===== src/rtl/boot_dl_pkg.sv =====
package boot_dl_pkg;
  typedef enum logic [2:0] {
    ST_BREAK, ST_CLASS, ST_LOAD, ST_FIN, ST_END, ST_JUMP
  } dl_state_t;

  typedef enum logic [1:0] {
    CLS_JUMP, CLS_FAST, CLS_SLOW
  } first_cls_t;
endpackage


===== src/rtl/boot_first_byte.sv =====
module boot_first_byte
  import boot_dl_pkg::*;
(
  input  logic [7:0]  byte_i,
  output first_cls_t  cls_o
);
  always_comb begin
    unique case (byte_i)
      8'h00:        cls_o = CLS_JUMP;
      8'hE0, 8'hC0: cls_o = CLS_SLOW;
      default:      cls_o = CLS_FAST;
    endcase
  end
endmodule


===== src/rtl/boot_idle_timer.sv =====
module boot_idle_timer #(
  parameter int unsigned BIT_CYC_FAST  = 256,
  parameter int unsigned BIT_CYC_SLOW  = 1667,
  parameter int unsigned BITS_PER_CHAR = 10,
  parameter int unsigned IDLE_CHARS    = 4
) (
  input  logic clk_i,
  input  logic rst_ni,
  input  logic run_i,
  input  logic clear_i,
  input  logic slow_i,
  output logic expire_o
);
  localparam int unsigned LimFast = IDLE_CHARS * BITS_PER_CHAR * BIT_CYC_FAST;
  localparam int unsigned LimSlow = IDLE_CHARS * BITS_PER_CHAR * BIT_CYC_SLOW;
  localparam int unsigned LimMax  = (LimSlow > LimFast) ? LimSlow : LimFast;
  localparam int unsigned TW      = $clog2(LimMax + 1);

  logic [TW-1:0] cnt_q;
  logic [TW-1:0] last;

  assign last     = slow_i ? TW'(LimSlow - 1) : TW'(LimFast - 1);
  assign expire_o = run_i && !clear_i && (cnt_q == last);

  always_ff @(posedge clk_i or negedge rst_ni) begin
    if (!rst_ni)                   cnt_q <= '0;
    else if (!run_i || clear_i)    cnt_q <= '0;
    else if (cnt_q != last)        cnt_q <= cnt_q + 1'b1;
  end

  // a fresh strobe restarts the window, so no expiry on the next cycle
  assert_no_early_expire_R5: assert property (@(posedge clk_i) disable iff (!rst_ni)
    (run_i && clear_i) |=> !expire_o);
endmodule


===== src/rtl/boot_echo_tx.sv =====
module boot_echo_tx (
  input  logic       clk_i,
  input  logic       rst_ni,
  input  logic       brk_req_i,
  input  logic       load_i,
  input  logic [7:0] data_i,
  input  logic       tx_ready_i,
  output logic       tx_valid_o,
  output logic       tx_break_o,
  output logic [7:0] tx_data_o
);
  logic       vld_q;
  logic [7:0] dat_q;

  always_ff @(posedge clk_i or negedge rst_ni) begin
    if (!rst_ni) begin
      vld_q <= 1'b0;
      dat_q <= '0;
    end else if (load_i) begin
      vld_q <= 1'b1;
      dat_q <= data_i;
    end else if (tx_ready_i && !brk_req_i) begin
      vld_q <= 1'b0;
    end
  end

  assign tx_valid_o = brk_req_i || vld_q;
  assign tx_break_o = brk_req_i;
  assign tx_data_o  = brk_req_i ? 8'h00 : dat_q;

  // a presented character stays until accepted
  assert_echo_hold_R7: assert property (@(posedge clk_i) disable iff (!rst_ni)
    (tx_valid_o && !tx_ready_i && !load_i) |=> (tx_valid_o && $stable(tx_data_o)));
  // a break always carries a zero byte
  assert_break_zero_R1: assert property (@(posedge clk_i) disable iff (!rst_ni)
    tx_break_o |-> (tx_valid_o && tx_data_o == 8'h00));
endmodule


===== src/rtl/boot_dl_ctrl.sv =====
module boot_dl_ctrl
  import boot_dl_pkg::*;
#(
  parameter int unsigned RAM_BYTES     = 512,
  parameter int unsigned BIT_CYC_FAST  = 256,
  parameter int unsigned BIT_CYC_SLOW  = 1667,
  parameter int unsigned BITS_PER_CHAR = 10,
  parameter int unsigned IDLE_CHARS    = 4,
  parameter logic [15:0] JUMP_ADDR     = 16'hB600,
  localparam int unsigned ADDR_W       = $clog2(RAM_BYTES),
  localparam int unsigned CNT_W        = $clog2(RAM_BYTES + 1)
) (
  input  logic              clk_i,
  input  logic              rst_ni,
  input  logic              rx_valid_i,
  input  logic [7:0]        rx_data_i,
  input  logic              tx_ready_i,
  output logic              tx_valid_o,
  output logic              tx_break_o,
  output logic [7:0]        tx_data_o,
  output logic              baud_slow_o,
  output logic              ram_we_o,
  output logic [ADDR_W-1:0] ram_addr_o,
  output logic [7:0]        ram_wdata_o,
  output logic              jump_o,
  output logic [15:0]       jump_addr_o,
  output logic              done_o,
  output logic [CNT_W-1:0]  count_o,
  output logic              overflow_o
);
  dl_state_t  state_q, state_d;
  first_cls_t cls;
  logic [CNT_W-1:0] ptr_q;
  logic slow_q, ovf_q, full, store, expire, in_load;

  boot_first_byte u_cls (.byte_i(rx_data_i), .cls_o(cls));

  assign in_load = (state_q == ST_LOAD);
  assign full    = (ptr_q == CNT_W'(RAM_BYTES));
  assign store   = in_load && rx_valid_i && !full;

  boot_idle_timer #(
    .BIT_CYC_FAST(BIT_CYC_FAST), .BIT_CYC_SLOW(BIT_CYC_SLOW),
    .BITS_PER_CHAR(BITS_PER_CHAR), .IDLE_CHARS(IDLE_CHARS)
  ) u_idle (
    .clk_i(clk_i), .rst_ni(rst_ni), .run_i(in_load), .clear_i(rx_valid_i),
    .slow_i(slow_q), .expire_o(expire)
  );

  boot_echo_tx u_echo (
    .clk_i(clk_i), .rst_ni(rst_ni), .brk_req_i(state_q == ST_BREAK),
    .load_i(store), .data_i(rx_data_i), .tx_ready_i(tx_ready_i),
    .tx_valid_o(tx_valid_o), .tx_break_o(tx_break_o), .tx_data_o(tx_data_o)
  );

  always_comb begin
    state_d = state_q;
    unique case (state_q)
      ST_BREAK: if (tx_ready_i) state_d = ST_CLASS;
      ST_CLASS: if (rx_valid_i) state_d = (cls == CLS_JUMP) ? ST_JUMP : ST_LOAD;
      ST_LOAD: begin
        if (rx_valid_i && full) state_d = ST_FIN;
        else if (expire)        state_d = ST_FIN;
      end
      ST_FIN:  state_d = ST_END;
      ST_END:  state_d = ST_END;
      ST_JUMP: state_d = ST_JUMP;
      default: state_d = ST_BREAK;
    endcase
  end

  always_ff @(posedge clk_i or negedge rst_ni) begin
    if (!rst_ni) begin
      state_q <= ST_BREAK;
      ptr_q   <= '0;
      slow_q  <= 1'b0;
      ovf_q   <= 1'b0;
    end else begin
      state_q <= state_d;
      if (store) ptr_q <= ptr_q + 1'b1;
      if (state_q == ST_CLASS && rx_valid_i) slow_q <= (cls == CLS_SLOW);
      if (in_load && rx_valid_i && full) ovf_q <= 1'b1;
    end
  end

  assign baud_slow_o = slow_q;
  assign ram_we_o    = store;
  assign ram_addr_o  = ptr_q[ADDR_W-1:0];
  assign ram_wdata_o = rx_data_i;
  assign jump_o      = (state_q == ST_JUMP);
  assign jump_addr_o = JUMP_ADDR;
  assign done_o      = (state_q == ST_FIN);
  assign count_o     = ptr_q;
  assign overflow_o  = ovf_q;

  assert_done_pulse_R8: assert property (@(posedge clk_i) disable iff (!rst_ni)
    done_o |=> !done_o);
  assert_ptr_step_R6: assert property (@(posedge clk_i) disable iff (!rst_ni)
    ram_we_o |=> (count_o == $past(count_o) + 1'b1));
  assert_jump_quiet_R2: assert property (@(posedge clk_i) disable iff (!rst_ni)
    jump_o |-> (!ram_we_o && !done_o));
  assert_ovf_done_R9: assert property (@(posedge clk_i) disable iff (!rst_ni)
    $rose(overflow_o) |-> done_o);
  assert_count_frozen_R10: assert property (@(posedge clk_i) disable iff (!rst_ni)
    $past(done_o) |-> ($stable(count_o) && !ram_we_o));
  assert_rate_stable_R4: assert property (@(posedge clk_i) disable iff (!rst_ni)
    (in_load && $past(in_load)) |-> $stable(baud_slow_o));
endmodule


===== config.mk =====
export PLATFORM = sky130hd
export DESIGN_NAME = boot_dl_ctrl
export DESIGN_NICKNAME = d
export VERILOG_FILES = /design/src/rtl/boot_dl_pkg.sv /design/src/rtl/boot_first_byte.sv /design/src/rtl/boot_idle_timer.sv /design/src/rtl/boot_echo_tx.sv /design/src/rtl/boot_dl_ctrl.sv
export SDC_FILE = /design/constraint.sdc
export NUM_CORES = 1
export LEC_CHECK = 0
export BUFFER_PORTS_ARGS = -buffer_cell sky130_fd_sc_hd__buf_2
export CAP_MARGIN = 10
export CELL_PAD_IN_SITES_DETAIL_PLACEMENT = 1
export CELL_PAD_IN_SITES_GLOBAL_PLACEMENT = 1
export CORE_MARGIN = 8
export CORE_UTILIZATION = 36
export DETAILED_ROUTE_END_ITERATION = 16
export PLACE_DENSITY = 0.83
export SYNTH_ARGS = -nofsm -noshare
export SYNTH_HDL_FRONTEND = slang
export SYNTH_HIERARCHICAL = 1
export SYNTH_SLANG_ARGS = --single-unit

===== constraint.sdc =====
create_clock -name clk_i -period 2.45 [get_ports clk_i]
set_input_delay 0.49 -clock clk_i [delete_from_list [all_inputs] [get_ports clk_i]]
set_output_delay 0.49 -clock clk_i [all_outputs]
set_load 0.1 [all_outputs]

Word-level counts from Yosys, hierarchy flattened
Cells that the tools add are included.

Register bits after elaboration: 41. Output and inout bits: 58. Logic and storage cells: 58.

$add $sub $neg: 2. Eq/ne operators: 14. Mux-type cells: 13. Reduce and logical (&&, ||, !) cells: 22.

Operators with widths (number): 17-bit two-way mux (3); 17-bit by 1-bit adder with 17-bit output (second input constant) (1); 17-bit == test (1); 17-bit != test (1); 8-bit == test (second input constant) (2); 3-bit two-way mux (5); 3-bit one-hot mux with 5 select lines (1); 10-bit by 1-bit adder with 10-bit output (second input constant) (1); 10-bit == test (second input constant) (1); 1-bit logical AND (8); 8-bit zero test (1); 8-bit two-way mux (1); 3-bit by 2-bit == test with 1-bit output (second input constant) (2); 3-bit == test (second input constant) (2); 1-bit zero test (4); 2-bit != test (second input constant) (2); 2-bit one-hot mux with 2 select lines (1); 2-bit nonzero test (2); 2-bit OR reduction (2); 3-bit by 1-bit == test with 1-bit output (second input constant) (1); 3-bit zero test (1); 3-bit by 2-bit != test with 1-bit output (second input constant) (1); 3-bit AND reduction (1); 2-bit == test (second input constant) (1); 3 further kinds (5).

Depth between registers and ports, before layout
Gate-level depths: netlist of run 1.

Depth in word-level cells: 7. Gate-level depth with buffers: 9.

By module
The synthesis of run 1 kept the hierarchy.

Modules (own cells, without submodules): boot_dl_ctrl (instances 1, cells an instance 120, area an instance 1113.6 um^2, seq. area each 375.4 um^2); boot_idle_timer (instances 1, cells an instance 104, area an instance 991.0 um^2, seq. area each 425.4 um^2); boot_echo_tx (instances 1, cells an instance 30, area an instance 441.7 um^2, seq. area each 225.2 um^2); boot_first_byte (instances 1, cells an instance 5, area an instance 35.0 um^2, seq. area each 0.0 um^2).

Worst setup path after synthesis of run 1
No wires, ideal clock.

Path type: register -> register. From: register ptr_q[0], in the netlist count_o[0]. To: register u_echo.dat_q[0]. Data arrival time: 3875 ps. Data required time: 2325 ps. Path slack: -1550 ps. Cell stages (with the launch flop): 6. Path buffers: 1. Clock period less this slack: 4000 ps. Cell sequence: dfrtp_1 > inv_1 > ha_1 > a41oi_1 > buf_6 > mux2_4.

Longest elaborated chain between the ends: 3.

RTL lines: start, declared (RTL line boot_dl_ctrl.sv:33) `logic [CNT_W-1:0] ptr_q;`; start signal, assigned (RTL line boot_dl_ctrl.sv:80) `if (store) ptr_q <= ptr_q + 1'b1;`; 10-bit == test (RTL line boot_dl_ctrl.sv:39) `assign full = (ptr_q == CNT_W'(RAM_BYTES));`; 1-bit zero test (RTL line boot_dl_ctrl.sv:40) `assign store = in_load && rx_valid_i && !full;`; 1-bit logical AND (RTL line boot_dl_ctrl.sv:40); named net ram_we_o (RTL line boot_dl_ctrl.sv:22) `output logic ram_we_o,`; end signal, assigned (RTL line boot_echo_tx.sv:21) `dat_q <= data_i;`; end, declared (RTL line boot_echo_tx.sv:13) `logic [7:0] dat_q;`.

The timed path passes the listed nets, and every way through them passes these cells. A chain may end at the register's enable or synchronous reset.

Final worst setup path of run 1
From: register state_q[1]. To: output tx_data_o[2].

Longest elaborated chain between the ends: 2.

RTL lines: start, declared (RTL line boot_dl_ctrl.sv:31) `dl_state_t state_q, state_d;`; start signal, assigned (RTL line boot_dl_ctrl.sv:79) `state_q <= state_d;`; 3-bit zero test (RTL line boot_dl_ctrl.sv:51) `.clk_i(clk_i), .rst_ni(rst_ni), .brk_req_i(state_q == ST_BREAK),`; 8-bit two-way mux (RTL line boot_echo_tx.sv:29) `assign tx_data_o = brk_req_i ? 8'h00 : dat_q;`; end, declared (RTL line boot_dl_ctrl.sv:20) `output logic [7:0] tx_data_o,`.

No other way between the ends.

==> results of run 1 <==
## synthesized netlist by cell type (2+ instances only)
master / n / area (sq um)
a21o_1: 2 / 15.0
a21oi_1: 3 / 15.0
a31oi_1: 2 / 12.5
and2_1: 4 / 25.0
and2b_1: 5 / 37.5
and3_1: 2 / 12.5
and4_1: 2 / 17.5
buf_2: 2 / 10.0
buf_4: 34 / 255
buf_6: 4 / 45.0
clkbuf_1: 2 / 7.51
conb_1: 2 / 7.51
dfrtp_1: 41 / 1030
ha_1: 3 / 37.5
inv_1: 8 / 30.0
mux2_4: 8 / 120
nand2_1: 18 / 67.6
nand2b_1: 2 / 12.5
nand3_1: 7 / 35.0
nand4_1: 6 / 37.5
nand4b_1: 3 / 26.3
nand4bb_1: 2 / 22.5
nor2_1: 17 / 63.8
nor2b_1: 6 / 37.5
nor3_1: 8 / 40.0
nor4_1: 3 / 18.8
nor4_4: 2 / 42.5
o21ai_0: 4 / 20.0
o21ai_1: 7 / 35.0
o22ai_1: 2 / 12.5
o31ai_1: 5 / 37.5
o41ai_1: 2 / 17.5
or2_2: 2 / 12.5
or3_1: 3 / 18.8
xnor2_1: 5 / 43.8
xor2_1: 13 / 114
## cells by family (layout without fill, tap and decap cells)
family                   count (synthesis)  in the layout  synth area share (%)
AO/OA/AOI/OAI                           35             35                  9.55
XOR/XNOR                                18             18                  6.11
adder cells (fa/ha/maj)                  3              3                  1.45
buffers and inverters                   50             79                  13.5
flip-flops                              41             41                  39.7
multiplexers                             8              8                  4.65
other                                    2             16                 0.291
AND/OR/NAND/NOR                        102            102                  24.7
## critical path: stages (launching register included)
cell	delay, ns
dfrtp_1	0.39
buf_4	0.18
nor3_1	0.19
buf_4	0.21
and2b_1	0.20
buf_2	0.29
## state kept, by name (all words and copies together) (netlist names)
register,cells
u_idle/cnt_q,17
u_echo/dat_q,8
u_echo/vld_q,1
baud_slow_o,1
overflow_o,1
count_o,10
state_q,3
## metrics by stage
stage | total power [W] | hold slack (ns) | util, %
floorplan | 0.000884 | 0.194 | -
global placement | 0.000889 | 0.449 | 40.4
CTS | 0.00148 | 0.183 | 42.1
global route | 0.00150 | 0.206 | 42.1
detailed placement | 0.000891 | 0.447 | 40.4
finish | 0.00145 | 0.170 | 42.1
## worst max-delay path by stage
stage | start | end | slack, ns
6_report | state_q[1]$_DFFE_PN0P_ | tx_data_o[2] | 0.20
5_1_grt | state_q[0]$_DFFE_PN0P_ | state_q[0]$_DFFE_PN0P_ | 0.05
4_1_cts | state_q[0]$_DFFE_PN0P_ | state_q[0]$_DFFE_PN0P_ | 0.16
3_5_place_dp | rx_data_i[0] | state_q[0]$_DFFE_PN0P_ | 0.22
3_3_place_gp | rx_data_i[0] | state_q[0]$_DFFE_PN0P_ | 0.26
2_1_floorplan | state_q[0]$_DFFE_PN0P_ | tx_data_o[1] | -0.12
## per-layer routing
layer | up-vias | part of all wire [%] | global-route usage [%]
li1 | 940 | - | -
met1 | 990 | 44 | 15.5
met4 | 0 | 0.77 | 2.44
met3 | 6 | 4.9 | 3.31
met2 | 42 | 50 | 23.0
met5 | - | 0 | 0
## final cells by class
class	count	area (sq um)
clock buffers	6	82.6
clock inverters	2	37.5
fillers	838	4110
inverters	8	30.0
multi-input cells	182	1280
flip-flops and latches	41	1040
well taps	99	124
repair buffers	63	385
## power by group through the flow
stage / sequential, W / combinational [W] / clock (W)
after global routing: 0.000676 / 0.000208 / 0.000618
after detailed placement: 0.000690 / 0.000201 / 0
after floorplan: 0.000690 / 0.000195 / 0
after CTS: 0.000676 / 0.000201 / 0.000599
final: 0.000676 / 0.000201 / 0.000576
after global placement: 0.000690 / 0.000200 / 0
## timing repair
item	CTS	global route
endpoints found under the hold margin	0	0
hold buffers	0	0
setup endpoints to repair	0	1
resized for setup	0	1
==> run summary, run 1 <==
Setup WS pre-CTS - 0.220 ns
Sw Ratio - 29.7%
CP Class - flip-flop to output pin
final hold violations - 0
CP Max Fanout - 14
Max IR drop VDD - 0.229 mV
post-route cell area - 2990 sq um
Ant. Diodes - 0
relative slew slack - 54.8%
#FFs+latches synth - 41
DR pass1 iterations - 4
CTS tree - yes
worst r2r dst - u_idle/cnt_q[3]$_DFFE_PN0P_
Pleak - 1.43 nW
clock share of power - 39.6%
GR Util All Layers - 13.0%
HP Class - input pin to asynchronous set/reset pin
first-pass GRT wire length - 10800 um
Final nets - 316
CP startpoint kind - flip-flop
Avg Inst Size Synth - 9.97 sq um
number of synthesized flops with an enable pin - 0
post-layout min period - 2.25 ns
Non-Filler Instances - 401
synthesized area - 2580 sq um
clock tree root driver cell - clkbuf_8
final worst setup slack - 0.199 ns
Reg power frac - 46.5%
initial antenna violation count - 0
proportion of layout cells with a drive suffix above 1 - 34.1%
Yosys cell types - 54
Layout Skew - 0.0101 ns
CTS Buf Count - 5
vias in the first global route - 2187
CP Data Required Time - 1.96 ns
max-cap viol count - 0
internal cell power - 0.00102 W
slew at the pin with the worst max-slew slack - 0.673 ns
RSZ-0062 raised after global routing - no
die area - 10100 sq um
DR vias/cell - 4.93
R2R Path Start - u_idle/cnt_q[14]$_DFFE_PN0P_
CTS clk-pin slew, worst paths - 0.09 ns
final WL - 6470 um
cells after synthesis - 259
pin count of the biggest net entering global routing - 23
Remaining DRCs - 0
hpwl dp - 4940 um
CP Data Arrival Time - 1.76 ns
clk buf depth - 2
Core ar. - 7100 sq um
sum of negative setup slack - 0 ns
1st-iter DRT viols - 77
share of the yosys chip area belonging to registers - 39.7%
# port buffers - 53
Synth Flop Type - dfrtp_1
Initial Util - 36.4%
Pwr Density - 486 nW/um^2
combinational fraction of design power - 13.8%
H-tree level count - 2
commonest non-fill, non-tap cells in the layout - buf_2, dfrtp_1, nand2_1
# rows - 31
Die Wd - 101 um
asr flop ratio synth - 100%
status - completed
Remaining Overflow, GRT - 0
Pins Over Slew Limit - 0
most common cell after layout, fill and taps aside - buf_2
antenna-violating nets left - 0
Setup Fix Bufs, Post-CTS - 0
Clk Latency, worst-skew pair - 0.29 ns
clock sink count - 41
Setup violations, final - 0
Die Y - 101 um
detailed-route wire length per cell - 16.1 um
RD Place Congestion - 0.790
fmax - 444 MHz
Critical Path End Type - output pin
register-to-register setup slack - 0.25 ns
net switching power - 0.000431 W
Syn. warnings - 6
area grow syn2layout - 15.7%
placed insts - 393
period utilisation layout - 91.9%
Top Ports - 70
via count - 1978
Reg2Reg Depth - 5
placed cell area - 2870 sq um
Note: power is estimated with default switching activity, not from simulation.
==> run 2: changes to the inputs <==
- CTS_BUF_LIST: not set -> sky130_fd_sc_hd__clkbuf_16
- GPL_TIMING_DRIVEN: not set -> 0
==> run 2 against run 1 <==
  * Power is 5.4% higher
  * Critical path depth is 2 lower
  * Non-clock buffer count rose by 37
  * Via count increased by 11%
  * Cell count grew 9.2%
  * Critical path type unchanged
  * Die area unchanged
  * Combinational power grew 16%
==> run summary, run 2 (synthesis results as in run 1) <==
status - completed
worst setup path startpoint - count_o[5]$_DFFE_PN0P_
CP Data Arrival Time - 1.88 ns (+0.12 ns)
CP Class - flip-flop to output pin
via count - 2189 (+11%)
H-tree level count - 2 (unchanged)
Pwr Density - 468 nW/um^2 (-3.9%)
CTS Buf Count - 5 (unchanged)
final hold violations - 0 (unchanged)
area grow syn2layout - 26.9%
Final nets - 353 (+12%)
max reg flops - 17 (unchanged)
final WL - 7360 um (+14%)
combinational fraction of design power - 15.2% (+1.4 points)
vias in the first global route - 2408 (+10%)
fill count - 842 (+0.48%)
Die Wd - 101 um (unchanged)
CP peak stage delay - 0.55 ns (+0.16 ns)
sum of negative setup slack - 0 ns (unchanged)
Buf+Inv Stages, Crit Path - 1 (-2)
proportion of layout cells with a drive suffix above 1 - 41.6% (+7.5 points)
Core ar. - 7100 sq um (unchanged)
# port buffers - 53 (unchanged)
final worst setup slack - 0.0849 ns (-0.114 ns)
detailed-route wire length per cell - 16.8 um (+4.2%)
GR Util All Layers - 15.0% (+1.9 points)
period utilisation layout - 96.5% (+4.6 points)
kind of cell adding the most delay to the critical path - simple AND/OR/NAND/NOR gates
relative slew slack - 36.6% (-18 points)
net switching power - 0.000448 W (+3.9%)
pin count of the biggest net entering global routing - 42 (+83%)
RD Place Congestion - 0.880 (+11%)
RSZ-0062 raised after global routing - yes
Die Y - 101 um (unchanged)
Pleak - 1.63 nW (+14%)
post-layout min period - 2.37 ns (+0.114 ns)
Max IR drop VDD - 0.333 mV (+45%)
max-cap viol count - 0 (unchanged)
most common cell after layout, fill and taps aside - buf_2
clk buf depth - 2 (unchanged)
clock share of power - 40.6% (+1.0 points)
slew at the pin with the worst max-slew slack - 0.951 ns (+0.277 ns)
commonest non-fill, non-tap cells in the layout - buf_2, buf_4, dfrtp_1
crit-path cells - nor4_1 > a41oi_4 > clkbuf_4
Ant. Diodes - 0 (unchanged)
clock sink count - 41 (unchanged)
Setup WS pre-CTS - -0.341 ns (-0.560 ns)
Most flops, register - u_idle/cnt_q
DR pass1 iterations - 5 (+1)
first-pass GRT wire length - 12100 um (+12%)
CP Data Required Time - 1.96 ns (about the same)
Remaining Overflow, GRT - 0 (unchanged)
DR vias/cell - 5.00 (+1.3%)
Critical Path End Type - output pin
internal cell power - 0.00108 W (+6.1%)
die area - 10100 sq um (unchanged)
Reg power frac - 44.2% (-2.3 points)
1st-iter DRT viols - 73 (-5.2%)
Pins Over Slew Limit - 0 (unchanged)
Remaining DRCs - 0 (unchanged)
clock tree root driver cell - clkbuf_16
Layout Skew - 0.00290 ns (-0.00717 ns)
Top Ports - 70 (unchanged)
CP startpoint kind - flip-flop
Sw Ratio - 29.2% (-0.43 points)
CP max-delay cell - nor4_1
Setup violations, final - 0 (unchanged)
fmax - 423 MHz (-4.8%)
antenna-violating nets left - 0 (unchanged)
initial antenna violation count - 0 (unchanged)
CTS tree - yes
Clk Latency, worst-skew pair - 0.28 ns (about the same)
R2R Path Start - state_q[2]$_DFFE_PN0P_
Initial Util - 36.4% (unchanged)
# rows - 31 (unchanged)
HP Class - input pin to asynchronous set/reset pin
hpwl dp - 5350 um (+8.3%)
CP Max Fanout - 6 (-8)
CTS clk-pin slew, worst paths - 0.06 ns (-0.03 ns)
==> run 2: cell count changes in the layout (fill, tap and decap cells not counted), moves of 2 or more <==
| cell | previous run | this run |
|---|---|---|
| buf_2 | 50 | 53 |
| inv_1 | 8 | 11 |
| buf_4 | 10 | 40 |
| buf_6 | 0 | 4 |
| nor3_1 | 7 | 5 |
| clkbuf_16 | 0 | 5 |
| buf_12 | 3 | 0 |
| clkbuf_8 | 6 | 0 |
==> run 2: repair_timing <==
item	CTS	global route
buffers inserted	5	0
pin swaps	2	2
gates resized for setup	9	3
hold buffers	0	0
setup endpoints to repair	11	11
==> run 2: power by group through the flow <==
stage | sequential (W) | combinational, W | clock, W
after detailed placement | 0.000690 | 0.000231 | 0
final | 0.000677 | 0.000233 | 0.000621
after CTS | 0.000677 | 0.000232 | 0.000628
after global placement | 0.000690 | 0.000229 | 0
after global routing | 0.000677 | 0.000242 | 0.000659
after floorplan | 0.000690 | 0.000195 | 0
==> run 2: layout make-up <==
class                   instances  area [sq um]  area share (%)
multi-input cells             182          1310            40.1
flip-flops and latches         41          1040            31.9
plain buffers                  42           319            9.74
repair buffers                 58           308            9.40
clock buffers                   5           125            3.82
well taps                      99           124            3.78
inverters                       8          30.0           0.917
clock inverters                 3          11.3           0.344
==> run 2: path summary, 6_finish.rpt <==
kind | depth (start not counted) | to | slack, ns
worst max-delay path | 3 | ram_we_o | 0.08
worst min-delay path | 1 | count_o[8]$_DFFE_PN0P_ | 0.36
worst max register to register | 9 | state_q[0]$_DFFE_PN0P_ | 0.14
worst min register to register | 1 | overflow_o$_DFFE_PN0P_ | 0.46
max in group asynchronous | 1 | count_o[0]$_DFFE_PN0P_ | 1.40
min in group clk_i | 1 | overflow_o$_DFFE_PN0P_ | 0.46
==> run 2: through the flow <==
stage,total power (W),cells,instance area [sq um],utilization (%),hold WS [ns]
3_3_place_gp,0.000919,425,3060,43.2,0.445
5_1_grt,0.00158,438,3270,46.1,0.443
4_1_cts,0.00154,438,3270,46.1,0.402
3_5_place_dp,0.000921,425,3060,43.2,0.448
2_1_floorplan,0.000884,273,2670,-,0.194
6_report,0.00153,438,3270,46.1,0.357
==> run 2: per-layer routing <==
metal | global-route usage (%) | part of all wire [%] | up-vias
met3 | 4.56 | 5.5 | 9
met5 | 0 | 0 | -
met1 | 16.4 | 39 | 1115
met2 | 27.2 | 54 | 56
li1 | - | - | 1009
met4 | 3.60 | 1.0 | 0
